===== src/rtl/pci_wcmd_pkg.sv =====
package pci_wcmd_pkg;

    typedef enum logic [1:0] {
        XT_MEMWR    = 2'b00,
        XT_MEMWRINV = 2'b01,
        XT_IOWR     = 2'b10,
        XT_RSVD     = 2'b11
    } xfer_kind_t;

    localparam logic [3:0] CMD_MEMWR    = 4'b0111;
    localparam logic [3:0] CMD_MEMWRINV = 4'b1111;
    localparam logic [3:0] CMD_IOWR     = 4'b0011;
    localparam logic [3:0] CMD_NONE     = 4'b0000;

    typedef enum logic [1:0] {
        ST_IDLE,
        ST_EVAL,
        ST_ISSUE,
        ST_BUSY
    } sel_state_t;

    function automatic logic [31:0] min_u32(input logic [31:0] a, input logic [31:0] b);
        return (a < b) ? a : b;
    endfunction

endpackage


===== src/rtl/pci_wcmd_linegeo.sv =====
module pci_wcmd_linegeo #(
    parameter int ADDR_W = 32,
    parameter int CLS_W  = 8
) (
    input  logic [ADDR_W-1:0] cur_addr,
    input  logic [CLS_W-1:0]  line_words,
    output logic              line_ok,
    output logic [31:0]       line_mask,
    output logic              aligned,
    output logic [31:0]       to_boundary
);

    logic [31:0] line32;
    logic [31:0] word32;
    logic [31:0] offs;

    always_comb begin
        line32      = 32'(line_words);
        word32      = 32'(cur_addr[ADDR_W-1:2]);
        // legal line: non-zero power of two
        line_ok     = (line32 != 32'd0) && ((line32 & (line32 - 32'd1)) == 32'd0);
        line_mask   = line_ok ? (line32 - 32'd1) : 32'd0;
        offs        = word32 & line_mask;
        aligned     = line_ok && (cur_addr[1:0] == 2'b00) && (offs == 32'd0);
        to_boundary = line_ok ? (line32 - offs) : 32'd0;
    end

endmodule


===== src/rtl/pci_wcmd_policy.sv =====
module pci_wcmd_policy
    import pci_wcmd_pkg::*;
#(
    parameter int CNT_W   = 16,
    parameter int LVL_W   = 8,
    parameter int CLS_W   = 8,
    parameter int BURST_W = 8
) (
    input  logic [1:0]         xfer_type,
    input  logic               inv_en,
    input  logic [CNT_W-1:0]   remain_bytes,
    input  logic [LVL_W-1:0]   fifo_words,
    input  logic [CLS_W-1:0]   line_words,
    input  logic               line_ok,
    input  logic [31:0]        line_mask,
    input  logic               aligned,
    input  logic [31:0]        to_boundary,
    output logic [3:0]         cmd,
    output logic [BURST_W-1:0] lim,
    output logic               ready
);

    localparam logic [31:0] MAXB = 32'((64'd1 << BURST_W) - 64'd1);

    logic [31:0] fifo32;
    logic [31:0] full32;
    logic [31:0] ceil32;
    logic [31:0] cap;
    logic        eligible;
    logic        promote;

    always_comb begin
        fifo32   = 32'(fifo_words);
        full32   = 32'(remain_bytes) >> 2;
        ceil32   = (32'(remain_bytes) + 32'd3) >> 2;
        eligible = (xfer_type == XT_MEMWRINV) && inv_en && line_ok;
        promote  = eligible && aligned && (full32 >= 32'(line_words));

        if (xfer_type == XT_IOWR)
            cmd = CMD_IOWR;
        else if (promote)
            cmd = CMD_MEMWRINV;
        else
            cmd = CMD_MEMWR;

        if (promote) begin
            // whole lines only, bounded by data present and data left
            cap = min_u32(min_u32(fifo32, full32), MAXB) & ~line_mask;
        end else begin
            cap = min_u32(min_u32(fifo32, ceil32), MAXB);
            // plain write in a promotable stream stops at the line edge
            if (eligible)
                cap = min_u32(cap, to_boundary);
        end

        ready = (remain_bytes != '0) && (cap != 32'd0);
        lim   = cap[BURST_W-1:0];
    end

endmodule


===== src/rtl/pci_wcmd_fsm.sv =====
module pci_wcmd_fsm
    import pci_wcmd_pkg::*;
#(
    parameter int BURST_W = 8
) (
    input  logic               clk,
    input  logic               rst_n,
    input  logic               req_valid,
    input  logic               remain_zero,
    input  logic               ready,
    input  logic [3:0]         cmd_in,
    input  logic [BURST_W-1:0] lim_in,
    input  logic               start_ack,
    input  logic               burst_done,
    input  logic               target_disc,
    output logic               start_req,
    output logic [3:0]         cbe_cmd,
    output logic [BURST_W-1:0] burst_lim
);

    sel_state_t state, state_nx;
    logic       take;

    assign take = (state == ST_EVAL) && req_valid && !remain_zero && ready;

    always_comb begin
        state_nx = state;
        unique case (state)
            ST_IDLE:  if (req_valid) state_nx = ST_EVAL;
            ST_EVAL: begin
                if (!req_valid || remain_zero) state_nx = ST_IDLE;
                else if (ready)                state_nx = ST_ISSUE;
            end
            ST_ISSUE: if (start_ack) state_nx = ST_BUSY;
            ST_BUSY:  if (burst_done || target_disc) state_nx = ST_IDLE;
            default:  state_nx = ST_IDLE;
        endcase
    end

    always_ff @(posedge clk) begin
        if (!rst_n) state <= ST_IDLE;
        else        state <= state_nx;
    end

    always_ff @(posedge clk) begin
        if (!rst_n) begin
            cbe_cmd   <= CMD_NONE;
            burst_lim <= '0;
        end else if (take) begin
            cbe_cmd   <= cmd_in;
            burst_lim <= lim_in;
        end
    end

    assign start_req = (state == ST_ISSUE);

    // pending start frozen until acknowledged
    a_r9_hold_until_ack: assert property (@(posedge clk) disable iff (!rst_n)
        (start_req && !start_ack) |=> (start_req && $stable(cbe_cmd) && $stable(burst_lim)));

    a_r9_leave_on_ack: assert property (@(posedge clk) disable iff (!rst_n)
        (start_req && start_ack) |=> !start_req);

endmodule


===== src/rtl/pci_wcmd_sel.sv =====
module pci_wcmd_sel
    import pci_wcmd_pkg::*;
#(
    parameter int ADDR_W  = 32,
    parameter int CNT_W   = 16,
    parameter int LVL_W   = 8,
    parameter int CLS_W   = 8,
    parameter int BURST_W = 8
) (
    input  logic               clk,
    input  logic               rst_n,
    input  logic               req_valid,
    input  logic [1:0]         xfer_type,
    input  logic               inv_en,
    input  logic [ADDR_W-1:0]  cur_addr,
    input  logic [CNT_W-1:0]   remain_bytes,
    input  logic [CLS_W-1:0]   line_words,
    input  logic [LVL_W-1:0]   fifo_words,
    input  logic               start_ack,
    input  logic               burst_done,
    input  logic               target_disc,
    output logic               start_req,
    output logic [3:0]         cbe_cmd,
    output logic [BURST_W-1:0] burst_lim
);

    logic               line_ok;
    logic [31:0]        line_mask;
    logic               aligned;
    logic [31:0]        to_boundary;
    logic [3:0]         pol_cmd;
    logic [BURST_W-1:0] pol_lim;
    logic               pol_ready;

    pci_wcmd_linegeo #(.ADDR_W(ADDR_W), .CLS_W(CLS_W)) u_geo (
        .cur_addr    (cur_addr),
        .line_words  (line_words),
        .line_ok     (line_ok),
        .line_mask   (line_mask),
        .aligned     (aligned),
        .to_boundary (to_boundary)
    );

    pci_wcmd_policy #(.CNT_W(CNT_W), .LVL_W(LVL_W), .CLS_W(CLS_W), .BURST_W(BURST_W)) u_pol (
        .xfer_type    (xfer_type),
        .inv_en       (inv_en),
        .remain_bytes (remain_bytes),
        .fifo_words   (fifo_words),
        .line_words   (line_words),
        .line_ok      (line_ok),
        .line_mask    (line_mask),
        .aligned      (aligned),
        .to_boundary  (to_boundary),
        .cmd          (pol_cmd),
        .lim          (pol_lim),
        .ready        (pol_ready)
    );

    pci_wcmd_fsm #(.BURST_W(BURST_W)) u_fsm (
        .clk         (clk),
        .rst_n       (rst_n),
        .req_valid   (req_valid),
        .remain_zero (remain_bytes == '0),
        .ready       (pol_ready),
        .cmd_in      (pol_cmd),
        .lim_in      (pol_lim),
        .start_ack   (start_ack),
        .burst_done  (burst_done),
        .target_disc (target_disc),
        .start_req   (start_req),
        .cbe_cmd     (cbe_cmd),
        .burst_lim   (burst_lim)
    );

    // promoted command needs the enable bit at decision time
    a_r4_inv_gate: assert property (@(posedge clk) disable iff (!rst_n)
        ($rose(start_req) && cbe_cmd == CMD_MEMWRINV) |-> $past(inv_en));

    // a whole line was in the FIFO when the promoted burst was chosen
    a_r7_line_present: assert property (@(posedge clk) disable iff (!rst_n)
        ($rose(start_req) && cbe_cmd == CMD_MEMWRINV) |->
            (32'($past(fifo_words)) >= 32'($past(line_words))));

    // promoted limit is a whole number of lines
    a_r5_whole_lines: assert property (@(posedge clk) disable iff (!rst_n)
        ($rose(start_req) && cbe_cmd == CMD_MEMWRINV) |->
            ((32'(burst_lim) & (32'($past(line_words)) - 32'd1)) == 32'd0));

    // limit non-zero and within the FIFO level
    a_r11_lim_legal: assert property (@(posedge clk) disable iff (!rst_n)
        $rose(start_req) |-> (burst_lim != '0) && (32'(burst_lim) <= 32'($past(fifo_words))));

    // I/O request always yields the I/O command
    a_r3_io_cmd: assert property (@(posedge clk) disable iff (!rst_n)
        ($rose(start_req) && $past(xfer_type) == XT_IOWR) |-> (cbe_cmd == CMD_IOWR));

endmodule


===== config.mk =====
export PLATFORM = sky130hd
export DESIGN_NAME = pci_wcmd_sel
export DESIGN_NICKNAME = d
export VERILOG_FILES = /design/src/rtl/pci_wcmd_pkg.sv /design/src/rtl/pci_wcmd_linegeo.sv /design/src/rtl/pci_wcmd_policy.sv /design/src/rtl/pci_wcmd_fsm.sv /design/src/rtl/pci_wcmd_sel.sv
export SDC_FILE = /design/constraint.sdc
export NUM_CORES = 1
export LEC_CHECK = 0
export BUFFER_PORTS_ARGS = -buffer_cell sky130_fd_sc_hd__clkbuf_2
export CAP_MARGIN = 15
export CORE_MARGIN = 2
export CORE_UTILIZATION = 40
export CTS_BUF_LIST = sky130_fd_sc_hd__clkbuf_2 sky130_fd_sc_hd__clkbuf_4 sky130_fd_sc_hd__clkbuf_8
export DETAILED_ROUTE_END_ITERATION = 8
export SYNTH_ARGS = -nofsm -noshare
export SYNTH_HDL_FRONTEND = slang
export SYNTH_SLANG_ARGS = --single-unit
export TNS_END_PERCENT = 5

===== constraint.sdc =====
create_clock -name clk -period 9.2 [get_ports clk]
set_input_delay 0.46 -clock clk [delete_from_list [all_inputs] [get_ports clk]]
set_output_delay 0.46 -clock clk [all_outputs]
set_load 0.005 [all_outputs]

==> results.md, run 1 <==
* Initial antenna violation count at 0
* Routed vias at 3640
* CTS buffer count at 3
* Fmax at 135 MHz
* Max-cap violations at 0
* Crit-path max FO at 23
* FF-to-FF setup slack at 7.41 ns
* Die Ht at 93.6 µm
* Distinct cells, synth at 64
* Pin count of the biggest net entering global routing at 24
* Critical Path End Type: flip-flop
* I/O pin total at 86
* Leakage Power at 1.67 nW
* # rows at 32
* Synth Instances at 452
* Run status: completed
* Avg Inst Size Synth at 7.11 µm²
* Area leader, netlist: ha_1
* Filler Cell Count at 831
* Routed Antenna Nets at 0
* Fraction of registers with async set/reset at 0%
* Max-slew violation count at 0
* Worst-path clk slew at 0.05 ns
* Top-area cell type share of the netlist area at 20.6%
* CP Class: primary input to flip-flop
* Crit path DAT at 7.55 ns
* CTS resizes at 0
* Number of vias per cell at 5.71
* GRT overflow at 0
* Hold path depth at 2
* Latest clock arrival within the worst-skew pair at 0.24 ns
* Most numerous cell in the Yosys netlist: nand2_1
* P&R area growth vs syn at 18.0%
* Final Hold Fails at 0
* DR iter-0 viols at 136
* Layout cells sized above 1 at 20.7%
* Commonest cells in the netlist: nand2_1 (60), ha_1 (53), o21ai_0 (45)
* Iteration count of the initial detailed-routing pass at 5
* Core area at 7770 µm²
* GRT Total Usage at 23.2%
* Nets at 664
* Vias in the first global route at 3338
* CP Launch Type: primary input
* Met3 Wirelength at 473 µm
* Worst EP required at 9.36 ns
* Worst Skew at 0.00375 ns
* Yosys reg bits at 13
* Max Root-Sink Buffers at 2
* DP Wirelength at 8590 µm
* Minimum clock period at 7.39 ns
* First-pass GRT wire length at 16400 µm
* WL met1 at 4610 µm
* Drt total wl at 10100 µm
* CTS root buffer: clkbuf_8
* Pwr Density at 63.6 nW/µm²
* DP Area at 3740 µm²
* WL met2 at 4850 µm
* Antenna cells at 0
* Most used DFF post-synth: dfxtp_1
* CTS tree: yes
* CTS hold repair buffers at 0
* Setup tns final at 0 ns
* Routed len/inst at 15.8 µm
* Htree depth at 1
* Hold Crit Class: flip-flop to flip-flop
* EDFF count, synth at 0
* Fraction of the yosys area taken by sequential cells at 8.10%
* # DRC at 0
* Register area at 260 µm²
* Buffers on Ports at 85
* Worst Tran Pin Value at 1.03 ns
* Gpl congestion at 0.900
* YS warnings at 0
* Multi-input logic area at 2810 µm²
* FF-to-FF path depth at 5
* Postcts setup bufs at 0
* DIE AREA at 8770 µm²
* Synth Cell Area at 3210 µm²
* Top Metal Used: met4
* RSZ-0062 raised after global routing: no
* Final setup viols at 0
* TritonCTS Sinks at 13
* Worst vdd ir at 0.0430 mV
* Synth area leaders: ha_1 (21%), dfxtp_1 (8.1%), nand2_1 (7.0%)
* Starting Density at 41.4%
* Slew HR at 31.1%
* Die Width at 93.6 µm
* Post-route cell area at 3790 µm²
* Crit share post-route at 80.3%
-- flip-flops by register name, indices dropped and copies added, names as in the netlist, named ones only --
name and flops:
u_fsm.burst_lim 8, u_fsm.state 1, u_fsm.cbe_cmd 3
-- logic make-up after synthesis --
| group | count (synthesis) | share of synthesized area [%] |
|---|---|---|
| compound gates | 133 | 27.9 |
| fa+ha+maj | 54 | 21.3 |
| mux | 14 | 4.40 |
| other cells | 1 | 0.117 |
| buf+inv | 43 | 5.14 |
| flops | 13 | 8.10 |
| xor+xnor | 10 | 2.72 |
| simple gates | 184 | 30.3 |
-- where the power goes --
part	switching, W	total (W)	internal [W]
logic	0.0000715	0.000125	0.0000532
clock network	0.0000191	0.0000526	0.0000335
registers	0.00000349	0.0000641	0.0000607
total	0.0000941	0.000241	0.000147
-- cell type report --
cell class / count / area share (%)
Clock buffer: 4 / 1.29
Inverter: 32 / 3.17
Multi-Input combinational cell: 402 / 74.1
Sequential cell: 13 / 6.86
Tap cell: 102 / 3.36
Timing Repair Buffer: 85 / 11.2
-- worst max-delay path: stages --
cell	delay, ns
clkbuf_2	0.13
nor4_1	0.55
nand2_1	0.11
ha_1	0.21
or4_1	0.50
nor2b_1	0.15
nand2_1	0.45
or2_2	0.49
ha_1	0.27
nor2b_1	0.13
o31a_1	0.26
o21ai_0	0.33
a21oi_1	0.12
a211oi_1	0.26
xnor2_1	0.19
nand2_1	0.08
ha_1	0.33
a21oi_1	0.14
o21ai_0	0.12
nor3b_1	0.18
nor4b_1	0.56
a311oi_4	0.29
mux2i_1	0.23
nor2_1	0.06
o22ai_1	0.43
o31a_2	0.27
mux2i_1	0.22
-- through the flow --
stage | hold WS, ns | std cells | utilization, % | total power, W | setup WS (ns)
2_1_floorplan | 0.445 | 458 | - | 0.000141 | 2.58
3_3_place_gp | 0.451 | 634 | 48.2 | 0.000187 | 1.89
3_5_place_dp | 0.454 | 634 | 48.2 | 0.000188 | 1.63
4_1_cts | 0.461 | 638 | 48.8 | 0.000241 | 1.87
5_1_grt | 0.493 | 638 | 48.8 | 0.000263 | 1.21
6_report | 0.459 | 638 | 48.8 | 0.000241 | 1.81
-- worst paths after layout --
| kind | startpoint | to |
|---|---|---|
| hold reg to reg | u_fsm.burst_lim[2]$_SDFFE_PN0P_ | u_fsm.burst_lim[2]$_SDFFE_PN0P_ |
| setup / recovery | line_words[6] | u_fsm.cbe_cmd[3]$_SDFFE_PN0P_ |
| hold / removal | u_fsm.burst_lim[2]$_SDFFE_PN0P_ | u_fsm.burst_lim[2]$_SDFFE_PN0P_ |
| setup reg to reg | u_fsm.state[0]$_SDFFE_PN0P_ | u_fsm.burst_lim[5]$_SDFFE_PN0P_ |
-- per-layer routing --
metal / vias up / GRT usage (%)
met3: 13 / 1.77
met5: - / 0
li1: 1852 / -
met4: 0 / 4.59
met2: 115 / 40.8
met1: 1660 / 31.1
-- layout by cell type (no fill, tap or decap), types with 4 or more instances in the layout --
master / n
inv_1: 32
o21a_1: 10
nor3_1: 11
o211ai_1: 7
or3_1: 5
nand3_1: 12
dfxtp_1: 13
a21o_1: 7
nor2_1: 30
mux2i_1: 13
nand4_1: 5
nor2b_1: 10
a211oi_1: 5
o21ai_0: 45
ha_1: 53
a21oi_1: 22
or2_2: 6
nand2_1: 60
and2_1: 5
o31ai_1: 5
xnor2_1: 9
conb_1: 7
clkbuf_2: 85
nand2b_1: 5
nor4_1: 11
nor4b_1: 5
o22ai_1: 4
Power figures use the tool's default switching activity.
==> run 2: changes to the inputs <==
--- a/config.mk
+++ b/config.mk
@@ -11,6 +11,7 @@
 export CORE_UTILIZATION = 40
 export CTS_BUF_LIST = sky130_fd_sc_hd__clkbuf_2 sky130_fd_sc_hd__clkbuf_4 sky130_fd_sc_hd__clkbuf_8
 export DETAILED_ROUTE_END_ITERATION = 8
+export PLACE_DENSITY = 0.66
 export SYNTH_ARGS = -nofsm -noshare
 export SYNTH_HDL_FRONTEND = slang
 export SYNTH_SLANG_ARGS = --single-unit
==> constraint.sdc (replaced) <==
create_clock -name clk -period 6.4 [get_ports clk]
set_input_delay 0.32 -clock clk [delete_from_list [all_inputs] [get_ports clk]]
set_output_delay 0.32 -clock clk [all_outputs]
set_load 0.005 [all_outputs]
==> results.md, run 2 (same netlist as run 1, synthesis figures left out) <==
* Max-slew violation count at 0
* Max FFs per register at 8
* Worst path buffer plus inverter count at 4
* Pin count of the biggest net entering global routing at 20
* Slew HR at 27.6%
* Final core utilization at 50.9%
* Family with the most delay on the worst path: compound AO/OA/AOI/OAI gates
* Crit share post-route at 94.3%
* Hold Path Origin: xfer_type[0]
* # DRC at 0
* Die Width at 93.6 µm
* Max Root-Sink Buffers at 2
* Initial antenna violation count at 0
* Run status: completed
* Vias in the first global route at 3605
* FF-to-FF path depth at 5
* First-pass GRT wire length at 16800 µm
* Starting Density at 41.4%
* Routed Antenna Nets at 0
* CTS hold repair buffers at 0
* R2r endpoint: u_fsm.burst_lim[5]$_SDFFE_PN0P_
* Antenna cells at 0
* Buffers on Ports at 85
* Latest clock arrival within the worst-skew pair at 0.24 ns
* CTS tree: yes
* DIE AREA at 8770 µm²
* Htree depth at 1
* Nets at 679
* Worst Skew at 0.00329 ns
* I/O pin total at 86
* Final setup viols at 0
* Final Hold Fails at 0
* Filler Cell Count at 804
* Worst vdd ir at 0.0592 mV
* Worst EP required at 6.54 ns
* Worst Tran Pin Value at 1.08 ns
* TritonCTS Sinks at 13
* Hold Crit Class: primary input to flip-flop
* FF-to-FF setup slack at 4.59 ns
* P&R area growth vs syn at 23.0%
* Reg with most FFs: u_fsm.burst_lim
* Critical Path Stages at 29
* CP Class: primary input to flip-flop
* Crit path DAT at 6.17 ns
* Die Ht at 93.6 µm
* Routed vias at 3769
* Most frequent cells in the layout: clkbuf_2 (85), nand2_1 (60), ha_1 (52)
* GRT Total Usage at 23.8%
* Drt total wl at 10400 µm
* Critical path's largest stage delay at 0.55 ns
* Layout cells sized above 1 at 24.3%
* Commonest non-fill, non-tap cell in the layout: clkbuf_2
* Critical Path End Type: flip-flop
* DP Area at 3840 µm²
* Hold_ws at 0.380 ns
* CTS buffer count at 3
* DR iter-0 viols at 174
* Pwr Density at 90.4 nW/µm²
* DP Wirelength at 8740 µm
* Routed len/inst at 16.0 µm
* # rows at 32
* Core area at 7770 µm²
* Post-route cell area at 3950 µm²
* Hold EP: u_fsm.cbe_cmd[2]$_SDFFE_PN0P_
* Overall power at 0.000357 W
* Worst-path clk slew at 0.05 ns
* Iteration count of the initial detailed-routing pass at 5
* Max stage delay cell, worst path: or4_1
* Biggest regs: u_fsm.burst_lim: 8 flops, u_fsm.cbe_cmd: 3 flops, u_fsm.state: 1 flops
* Leakage Power at 1.76 nW
* Crit-path max FO at 7
* GRT overflow at 0
* Worst flop-to-flop path startpoint: u_fsm.state[0]$_SDFFE_PN0P_
* Hold path depth at 3
* CTS root buffer: clkbuf_8
* CP Launch Type: primary input
* Max-cap violations at 0
* Number of vias per cell at 5.77
* Minimum clock period at 6.04 ns
* Fmax at 166 MHz
* Gpl congestion at 0.953
## run 2: cell types whose count changed in the layout (fill, tap and decap cells not counted), sizes merged
cell / change
buf: +15
## run 2: final cells by class
type / count / area (µm²) / area share (%)
multi-input combinational: 402 / 2860 / 72.3
timing repair buffer: 100 / 538 / 13.6
sequential: 13 / 260 / 6.58
tap: 102 / 128 / 3.23
inverter: 32 / 120 / 3.04
clock buffer: 4 / 48.8 / 1.23
## run 2: power by group
group | switching, W | leakage (nW) | total, W | internal (W)
logic | 0.000107 | 1.63 | 0.000188 | 0.0000819
clock network | 0.0000285 | 0.0262 | 0.0000766 | 0.0000482
registers | 0.00000518 | 0.106 | 0.0000924 | 0.0000872
total | 0.000140 | 1.76 | 0.000357 | 0.000217
## run 2: worst max path at each step
stage                             start                               to  slack (ns)
after floorplan           line_words[6]    u_fsm.cbe_cmd[1]$_SDFFE_PN0P_        0.11
after global placement    line_words[1]  u_fsm.burst_lim[5]$_SDFFE_PN0P_        0.16
after detailed placement  line_words[6]  u_fsm.burst_lim[5]$_SDFFE_PN0P_       -0.03
after CTS                 line_words[6]  u_fsm.burst_lim[5]$_SDFFE_PN0P_        0.21
after global routing      line_words[1]  u_fsm.burst_lim[3]$_SDFFE_PN0P_       -0.05
final                     line_words[1]    u_fsm.cbe_cmd[1]$_SDFFE_PN0P_        0.36
## run 2: per-stage QoR
step	std cells	TNS (ns)	worst slack (ns)
2_1_floorplan	458	0	0.112
3_3_place_gp	646	0	0.156
3_5_place_dp	646	-0.0513	-0.0299
4_1_cts	650	0	0.205
5_1_grt	653	-0.243	-0.0514
6_report	653	0	0.364
## run 2: repair_timing
item	CTS	global route
endpoints found under the setup margin	0	13
resized for setup	0	10
buffers inserted	0	3
## run 2: routing by layer
layer	global-route usage (%)	vias up	part of all wire, %
met5	0	-	0
met4	7.00	0	2.1
met3	1.93	18	4.3
met2	42.7	122	49
met1	30.3	1755	45
li1	-	1874	-
## run 2: worst reg2reg max path, cell delays in order (launching register included)
cell and delay [ns]:
dfxtp_1 0.43, nand2_1 0.07, nor3_1 0.52, nand2_1 0.26, a211oi_1 0.32, a31o_2 0.15
==> run 3: changes to the inputs <==
--- a/config.mk
+++ b/config.mk
@@ -11,8 +11,9 @@
 export CORE_UTILIZATION = 40
 export CTS_BUF_LIST = sky130_fd_sc_hd__clkbuf_2 sky130_fd_sc_hd__clkbuf_4 sky130_fd_sc_hd__clkbuf_8
 export DETAILED_ROUTE_END_ITERATION = 8
+export MAX_ROUTING_LAYER = met4
 export PLACE_DENSITY = 0.66
 export SYNTH_ARGS = -nofsm -noshare
 export SYNTH_HDL_FRONTEND = slang
 export SYNTH_SLANG_ARGS = --single-unit
-export TNS_END_PERCENT = 5
+export TNS_END_PERCENT = 100
==> results.md, run 3 (same netlist as run 1, synthesis figures left out) <==
* Max FFs per register at 8
* Routed Antenna Nets at 0
* Filler Cell Count at 819
* Starting Density at 41.4%
* Critical path's largest stage delay at 0.55 ns
* Die Ht at 93.6 µm
* Buffers on Ports at 85
* Worst path buffer plus inverter count at 3
* Critical Path Stages at 29
* GRT overflow at 0
* Worst Skew at 0.000274 ns
* Max-slew violation count at 0
* Reg with most FFs: u_fsm.burst_lim
* # rows at 32
* Number of vias per cell at 5.68
* Htree depth at 1
* Critical Path End Type: flip-flop
* Worst Tran Pin Value at 0.821 ns
* Overall power at 0.000356 W
* TritonCTS Sinks at 13
* Crit share post-route at 92.0%
* FF-to-FF path depth at 5
* Routed len/inst at 15.4 µm
* Nets at 680
* CTS root buffer: clkbuf_8
* Drt total wl at 10100 µm
* Hold path depth at 3
* Switching share of power at 38.8%
* CTS hold repair buffers at 0
* I/O pin total at 86
* Vias in the first global route at 3537
* Core area at 7770 µm²
* Leakage Power at 1.76 nW
* Commonest non-fill, non-tap cell in the layout: clkbuf_2
* Worst vdd ir at 0.0660 mV
* CTS tree: yes
* DR iter-0 viols at 150
* Hold Crit Class: primary input to flip-flop
* Family with the most delay on the worst path: compound AO/OA/AOI/OAI gates
* # DRC at 0
* Max-cap violations at 0
* Net Switching at 0.000138 W
* Most frequent cells in the layout: clkbuf_2 (85), nand2_1 (60), ha_1 (53)
* Run status: completed
* Max stage delay cell, worst path: or4_1
* Most common cell on crit path: ha_1
* GRT Total Usage at 23.7%
* Pwr Density at 90.3 nW/µm²
* Fmax at 170 MHz
* Crit-path max FO at 6
* Max Root-Sink Buffers at 2
* Logic pwr share at 52.8%
* Latest clock arrival within the worst-skew pair at 0.24 ns
* Final Hold Fails at 0
* CTS buffer count at 3
* Layout cells sized above 1 at 23.9%
* First-pass GRT wire length at 16500 µm
* RSZ-0062 raised after global routing: no
* P&R area growth vs syn at 22.8%
* DIE AREA at 8770 µm²
* Hold Path Origin: xfer_type[0]
* Slew HR at 44.8%
* Setup tns final at 0 ns
* Worst flop-to-flop path startpoint: u_fsm.state[0]$_SDFFE_PN0P_
* Crit path DAT at 6.02 ns
* DP Wirelength at 8600 µm
* Hold_ws at 0.388 ns
* Sequential share of power at 25.8%
* Iteration count of the initial detailed-routing pass at 6
* Worst EP required at 6.53 ns
* Final setup viols at 0
* Worst-path clk slew at 0.05 ns
* Critical path origin: line_words[0]
* Pin count of the biggest net entering global routing at 20
* Routed vias at 3716
* Clock network power share at 21.3%
* Final core utilization at 50.8%
* Gpl congestion at 0.971
* Int Pwr at 0.000218 W
* Non-filler cells in the finished layout at 654
* Initial antenna violation count at 0
* Die Width at 93.6 µm
* CP Class: primary input to flip-flop
* CP Launch Type: primary input
* Minimum clock period at 5.89 ns
* Multi-input logic area at 2850 µm²
* Antenna cells at 0
* Biggest regs: u_fsm.burst_lim: 8 flops, u_fsm.cbe_cmd: 3 flops, u_fsm.state: 1 flops
* Register area at 260 µm²
* Placed cell count at 647
run 3: per-stage QoR:
stage	worst slack [ns]	cell area, µm²
2_1_floorplan	0.112	3240
3_3_place_gp	0.160	3850
3_5_place_dp	-0.00742	3850
4_1_cts	0.235	3900
5_1_grt	0.0384	3950
6_report	0.510	3950
run 3: power groups by stage:
stage / Clock [W] / Sequential [W] / Combinational, W
4_1_cts: 0.0000780 / 0.0000920 / 0.000183
3_3_place_gp: 0 / 0.0000937 / 0.000179
3_5_place_dp: 0 / 0.0000937 / 0.000182
2_1_floorplan: 0 / 0.0000932 / 0.000110
6_report: 0.0000761 / 0.0000921 / 0.000188
5_1_grt: 0.0000807 / 0.0000928 / 0.000212
run 3: per-layer routing:
metal | track usage (%) | wire length [µm] | up-vias
met1 | 30.3 | 4560 | 1690
li1 | - | - | 1881
met3 | 1.77 | 557 | 14
met4 | 4.83 | 212 | 0
met5 | - | 0 | -
met2 | 41.2 | 4740 | 131
run 3: worst reg2reg max path: cells and delay by family (launching register included):
kind,cells,cell delay [ns]
flops,1,0.42
compound gates,2,0.45
simple gates,3,0.82
run 3: repair_timing:
item / 4_1_cts / 5_1_grt
resized for setup: 0 / 7
setup buffers: 0 / 3
setup endpoints to repair: 0 / 13
run 3: area by class of cell:
type,instances,share of cell area [%]
inverters,32,3.04
clock buffers,4,1.24
well taps,102,3.23
multi-input cells,402,72.1
repair buffers,101,13.8
flip-flops and latches,13,6.59
run 3: worst paths after layout:
check / slack (ns) / end
setup / recovery: 0.51 / u_fsm.burst_lim[5]$_SDFFE_PN0P_
hold / removal: 0.39 / u_fsm.cbe_cmd[2]$_SDFFE_PN0P_
setup reg to reg: 4.66 / u_fsm.burst_lim[5]$_SDFFE_PN0P_
hold reg to reg: 0.46 / u_fsm.burst_lim[2]$_SDFFE_PN0P_
